[src/rtl/tmr_pkg.sv]
package tmr_pkg;
   localparam int unsigned REG_AW = 3;
   localparam logic [REG_AW-1:0] A_CTRL = 3'd0;
   localparam logic [REG_AW-1:0] A_CMP  = 3'd1;
   localparam logic [REG_AW-1:0] A_CNT  = 3'd2;
   localparam logic [REG_AW-1:0] A_RCAP = 3'd3;
   localparam logic [REG_AW-1:0] A_FCAP = 3'd4;
   localparam logic [REG_AW-1:0] A_MASK = 3'd5;
   localparam logic [REG_AW-1:0] A_STAT = 3'd6;
   localparam int unsigned ST_MATCH = 0;
   localparam int unsigned ST_RISE  = 1;
   localparam int unsigned ST_FALL  = 2;
   localparam int unsigned ST_W     = 3;
   localparam int unsigned CTL_EN   = 5;
   localparam int unsigned CTL_MODE = 4;
   typedef struct packed {
      logic       en;
      logic       one_shot;
      logic [3:0] code;
   } ctl_t;
endpackage

[src/rtl/tmr_prescaler.sv]
module tmr_prescaler #(
   parameter int unsigned MAX_LOG2 = 8
) (
   input  logic       clk,
   input  logic       rst_n,
   input  logic       run,
   input  logic       clr,
   input  logic [3:0] code,
   output logic       tick
);
   localparam int unsigned PW = MAX_LOG2;
   logic [PW-1:0] pc_q;
   logic [PW:0]   full;
   logic          legal;

   always_comb begin
      legal = (code <= 4'(MAX_LOG2));
      full  = ((PW+1)'(1) << code) - (PW+1)'(1);
      tick  = run & legal & ((pc_q & full[PW-1:0]) == full[PW-1:0]);
   end

   always_ff @(posedge clk or negedge rst_n) begin
      if (!rst_n)   pc_q <= '0;
      else if (clr) pc_q <= '0;
      else if (run) pc_q <= pc_q + PW'(1);
   end
endmodule

[src/rtl/tmr_counter.sv]
module tmr_counter #(
   parameter int unsigned CNT_W = 16
) (
   input  logic             clk,
   input  logic             rst_n,
   input  logic             clr,
   input  logic             tick,
   input  logic [CNT_W-1:0] cmp,
   output logic [CNT_W-1:0] cnt,
   output logic             match
);
   logic [CNT_W-1:0] cnt_q;

   assign match = tick && (cnt_q == cmp);
   assign cnt   = cnt_q;

   always_ff @(posedge clk or negedge rst_n) begin
      if (!rst_n)     cnt_q <= '0;
      else if (clr)   cnt_q <= '0;
      else if (match) cnt_q <= '0;
      else if (tick)  cnt_q <= cnt_q + CNT_W'(1);
   end
endmodule

[src/rtl/tmr_sync.sv]
module tmr_sync #(
   parameter int unsigned STAGES = 2
) (
   input  logic clk,
   input  logic rst_n,
   input  logic din,
   output logic level,
   output logic prev
);
   logic [STAGES:0] sh_q;

   always_ff @(posedge clk or negedge rst_n) begin
      if (!rst_n) sh_q <= '0;
      else        sh_q <= {sh_q[STAGES-1:0], din};
   end

   assign level = sh_q[STAGES-1];
   assign prev  = sh_q[STAGES];
endmodule

[src/rtl/tmr_capture.sv]
module tmr_capture #(
   parameter int unsigned CNT_W  = 16,
   parameter bit          RISING = 1'b1
) (
   input  logic             clk,
   input  logic             rst_n,
   input  logic             clr,
   input  logic             arm,
   input  logic             level,
   input  logic             prev,
   input  logic [CNT_W-1:0] cnt,
   output logic [CNT_W-1:0] cap,
   output logic             evt
);
   logic edge_seen;

   generate
      if (RISING) begin : g_rise
         assign edge_seen = level & ~prev;
      end else begin : g_fall
         assign edge_seen = ~level & prev;
      end
   endgenerate

   assign evt = arm & edge_seen;

   always_ff @(posedge clk or negedge rst_n) begin
      if (!rst_n)   cap <= '0;
      else if (clr) cap <= '0;
      else if (evt) cap <= cnt;
   end
endmodule

[src/rtl/gp_capture_timer.sv]
module gp_capture_timer
   import tmr_pkg::*;
#(
   parameter int unsigned CNT_W       = 16,
   parameter int unsigned MAX_LOG2    = 8,
   parameter int unsigned SYNC_STAGES = 2,
   parameter int unsigned ADDR_W      = REG_AW
) (
   input  logic              clk,
   input  logic              rst_n,
   input  logic              reg_wr,
   input  logic [ADDR_W-1:0] reg_addr,
   input  logic [CNT_W-1:0]  reg_wdata,
   output logic [CNT_W-1:0]  reg_rdata,
   input  logic              cap_in,
   output logic              irq
);
   generate
      if (CNT_W < 6)                       begin : g_bad_w  $error("CNT_W too small"); end
      if (MAX_LOG2 < 1 || MAX_LOG2 > 15)   begin : g_bad_p  $error("MAX_LOG2 out of range"); end
      if (SYNC_STAGES < 2)                 begin : g_bad_s  $error("SYNC_STAGES below 2"); end
      if (ADDR_W < REG_AW)                 begin : g_bad_a  $error("ADDR_W too small"); end
   endgenerate

   ctl_t             ctl_q;
   logic [CNT_W-1:0] cmp_q;
   logic [ST_W-1:0]  mask_q, stat_q, stat_set, stat_clr;
   logic             wr_ctrl, wr_stat, start, tick, match;
   logic [CNT_W-1:0] cnt, rise_cap, fall_cap;
   logic [CNT_W-1:0] cap_arr [2];
   logic [1:0]       cap_evt;
   logic             s_level, s_prev;

   assign wr_ctrl = reg_wr && (reg_addr == ADDR_W'(A_CTRL));
   assign wr_stat = reg_wr && (reg_addr == ADDR_W'(A_STAT));
   assign start   = wr_ctrl && reg_wdata[CTL_EN] && !ctl_q.en;

   always_ff @(posedge clk or negedge rst_n) begin
      if (!rst_n) begin
         ctl_q  <= '0;
         cmp_q  <= '1;
         mask_q <= '0;
      end else begin
         if (wr_ctrl)
            ctl_q <= ctl_t'({reg_wdata[CTL_EN], reg_wdata[CTL_MODE], reg_wdata[3:0]});
         else if (match && ctl_q.one_shot)
            ctl_q.en <= 1'b0;
         if (reg_wr && reg_addr == ADDR_W'(A_CMP))  cmp_q  <= reg_wdata;
         if (reg_wr && reg_addr == ADDR_W'(A_MASK)) mask_q <= reg_wdata[ST_W-1:0];
      end
   end

   tmr_prescaler #(.MAX_LOG2(MAX_LOG2)) u_pre (
      .clk(clk), .rst_n(rst_n), .run(ctl_q.en), .clr(start),
      .code(ctl_q.code), .tick(tick));

   tmr_counter #(.CNT_W(CNT_W)) u_cnt (
      .clk(clk), .rst_n(rst_n), .clr(start), .tick(tick),
      .cmp(cmp_q), .cnt(cnt), .match(match));

   tmr_sync #(.STAGES(SYNC_STAGES)) u_sync (
      .clk(clk), .rst_n(rst_n), .din(cap_in), .level(s_level), .prev(s_prev));

   for (genvar g = 0; g < 2; g++) begin : g_cap
      tmr_capture #(.CNT_W(CNT_W), .RISING(g == 0)) u_cap (
         .clk(clk), .rst_n(rst_n), .clr(start), .arm(ctl_q.en),
         .level(s_level), .prev(s_prev), .cnt(cnt),
         .cap(cap_arr[g]), .evt(cap_evt[g]));
   end

   assign rise_cap = cap_arr[0];
   assign fall_cap = cap_arr[1];

   always_comb begin
      stat_set           = '0;
      stat_set[ST_MATCH] = match;
      stat_set[ST_RISE]  = cap_evt[0];
      stat_set[ST_FALL]  = cap_evt[1];
      stat_clr           = wr_stat ? reg_wdata[ST_W-1:0] : '0;
   end

   always_ff @(posedge clk or negedge rst_n) begin
      if (!rst_n) stat_q <= '0;
      else        stat_q <= (stat_q & ~stat_clr) | stat_set;
   end

   assign irq = |(stat_q & mask_q);

   always_comb begin
      reg_rdata = '0;
      case (reg_addr)
         ADDR_W'(A_CTRL): reg_rdata = {{(CNT_W-6){1'b0}}, ctl_q};
         ADDR_W'(A_CMP):  reg_rdata = cmp_q;
         ADDR_W'(A_CNT):  reg_rdata = cnt;
         ADDR_W'(A_RCAP): reg_rdata = rise_cap;
         ADDR_W'(A_FCAP): reg_rdata = fall_cap;
         ADDR_W'(A_MASK): reg_rdata = {{(CNT_W-ST_W){1'b0}}, mask_q};
         ADDR_W'(A_STAT): reg_rdata = {{(CNT_W-ST_W){1'b0}}, stat_q};
         default:         reg_rdata = '0;
      endcase
   end
endmodule

[config.mk]
export PLATFORM = sky130hd
export DESIGN_NAME = gp_capture_timer
export DESIGN_NICKNAME = d
export VERILOG_FILES = /design/src/rtl/tmr_pkg.sv /design/src/rtl/tmr_prescaler.sv /design/src/rtl/tmr_counter.sv /design/src/rtl/tmr_sync.sv /design/src/rtl/tmr_capture.sv /design/src/rtl/gp_capture_timer.sv
export SDC_FILE = /design/constraint.sdc
export NUM_CORES = 1
export LEC_CHECK = 0
export BUFFER_PORTS_ARGS = -buffer_cell sky130_fd_sc_hd__buf_2
export CAP_MARGIN = 20
export CORE_MARGIN = 3
export CORE_UTILIZATION = 41
export CTS_CLUSTER_DIAMETER = 50
export DETAILED_ROUTE_END_ITERATION = 7
export PLACE_DENSITY_LB_ADDON = 0.15
export SLEW_MARGIN = 20
export SYNTH_ARGS = -nofsm -noshare
export SYNTH_HDL_FRONTEND = slang
export SYNTH_SLANG_ARGS = --single-unit
[constraint.sdc]
create_clock -name clk -period 4.18 [get_ports clk]
set_clock_uncertainty 0.15 [all_clocks]
set_input_delay 0 -clock clk [delete_from_list [all_inputs] [get_ports clk]]
set_output_delay 0 -clock clk [all_outputs]
set_load 0.03 [all_outputs]
==> reports/metrics.yaml <==
synth_nets: 540
path_class: "reg -> reg"
antenna_found_initial: 0
yosys_most_used_dff: "dfrtp_1"
cts_tree: "yes"
synth_cells: 514
ys_seq_elements: 87
cts.hold.buffers_added: 19
powerDensity_nw_per_um2: 542
dp_hpwl_um: 8280
n_antenna_cell: 0
grt_pass1_vias: 3908
die_y_um: 114
hp-class: "in -> async"
max_cap_viol_count: 0
finalWorstSetupSlack_ps: 786
dr.pass1.iters: 4
htreeDepth: 3
boundaryPins: 40
p_leak_nw: 2.24
fin_crit_ps: 3390
post-route-period-util_pct: 81.2
grt_max_degree: 45
syn_to_final_growth_pct: 15.5
ir_drop_mv: 0.301
grt_pass1_wl_um: 20900
mostFrequentLayoutCells: "111 x nand2_1, 71 x dfrtp_1, 38 x buf_2, 37 x a21oi_1, 35 x o21ai_0"
gp_congestion: 0.804
critPathArrivalTime_ps: 3510
drcViolationCount: 0
drive_gt1_share_pct: 22.1
multi_input_area_um2: 2370
synth_area_um2: 4760
gr-total-overflow: 0
vias: 3877
hold_violations: 0
critPathLaunchType: "register"
first_iter_violations: 282
setup_tns_ps: 0
cts_root_buf: "clkbuf_16"
ant_nets: 0
pre_cts_slack_ps: 784
seq_area_um2: 2200
cts.clk_slew.worst_paths_ps: 60
routed_wl_um: 12600
async_flop_share_pct: 100
clock_path_buffers: 2
rows: 38
track_usage_pct: 20.8
die_area_um2: 12900
relSlewSlack_pct: 38.3
final_max_slew_viol_count: 0
synth_area_per_cell_um2: 9.25
max_freq_ghz: 0.295
die_x_um: 114
io_buffers: 39
r2r_setup_slack_ps: 790
core_area_um2: 11100
worstPathMaxFanout: 13
ys.warnings.count: 0
status: "complete, no violations"
worstMarginPinSlew_ps: 922
rsz0062_at_grt: "no"
critPathRequiredTime_ps: 4300
start_util_pct: 42.9
routedWlPerCell_um: 18.3
synth_edf_count: 0
viasPerCell: 5.61
nets: 572
setup-violations-final: 0
synth_cell_types: 54
fillers: 1045
final_common_cell: "nand2_1"
cp-end-kind: "register"
cts_setup_buffers: 0
clk_latency_ps: 350
cts_made_buffers: 9
cts_num_sinks: 87
ctsResizeCount: 0
yosysSeqAreaShare_pct: 46.2
worst paths after layout:
path,cells past startpoint,start,to
worst max-delay path,8,ctl_q[3],u_cnt.cnt[15]
worst min-delay path,2,rst_n,u_pre.pc_q[0]
worst max register to register,8,ctl_q[3],u_cnt.cnt[15]
worst min register to register,0,u_sync.sh_q[0],u_sync.sh_q[1]
max in group asynchronous,3,rst_n,g_cap[0].u_cap.cap[12]
min in group clk,2,cap_in,u_sync.sh_q[0]
worst max-delay path, cell delays in order (launching register included):
cell and delay, ps:
dfrtp_1 470, nor2_2 210, nand3b_1 100, ha_1 290, o221ai_1 120, a2111oi_1 640
or4b_4 640, or4_1 540, a21oi_1 160
routing by layer:
| metal | global-route usage (%) | wire length [um] | vias up |
|---|---|---|---|
| met4 | 7.69 | 227 | 0 |
| met5 | 0 | 0 | - |
| li1 | - | - | 1864 |
| met2 | 32.9 | 6050 | 80 |
| met3 | 3.71 | 524 | 15 |
| met1 | 28.7 | 5830 | 1918 |
registers in the layout (all words and copies together), names as in the netlist:
register and count:
u_sync.sh_q 3, stat_q 3, g_cap.u_cap.cap 32, u_pre.pc_q 8, mask_q 3, u_cnt.cnt 16, ctl_q 6, cmp_q 16
cell type report:
class | count | area share (%)
clock buffer | 15 | 4.69
clock inverter | 1 | 0.547
inverter | 8 | 0.547
multi-input combinational | 376 | 43.2
sequential | 87 | 40.0
tap | 140 | 3.19
timing repair buffer | 64 | 7.88
report_power, final:
group          total (mW)  leakage (nW)  internal [mW]  switching (mW)
registers            1.41          1.06           1.12           0.286
clock network       0.796         0.138          0.481           0.315
logic               0.772          1.04          0.375           0.397
total                2.98          2.24           1.98           0.998
kinds of logic (layout without fill, tap and decap cells):
kind of cell	Yosys count	count (layout)	synth area share [%]
AOI/OAI and AO/OA	119	119	15.2
xor gates and xnor gates	19	19	3.50
adders and majority gates	3	3	0.789
buffers and inverters	51	88	4.24
DFF	87	87	46.2
muxes	42	42	11.0
and+or+nand+nor	193	193	19.0
cell usage after synthesis, drive strengths merged (4+ instances only):
library cell	count	area, um^2
nand2	111	417
dfrtp	71	1780
clkbuf	40	151
a21oi	37	185
o21ai	36	184
mux2	33	372
nor2	21	81.3
xnor2	18	158
dfstp	16	420
nand3	14	70.1
o211ai	12	90.1
a22oi	11	87.6
inv	8	30.0
nor2b	8	50.1
o31ai	8	60.1
and3	7	43.8
nand4	6	37.5
a31oi	5	31.3
mux4	5	113
mux2i	4	40.0
per-stage QoR:
step	hold slack (ps)	area, um^2	power (mW)	utilization [%]	cells
floorplan	-446	4760	1.94	-	514
global placement	-103	5020	2.15	45.3	656
detailed placement	-107	5020	2.18	45.3	656
CTS	71.7	5490	3.00	49.6	691
global route	102	5490	3.17	49.6	691
finish	49.7	5490	2.98	49.6	691
Note: power is estimated with default switching activity, not from simulation.
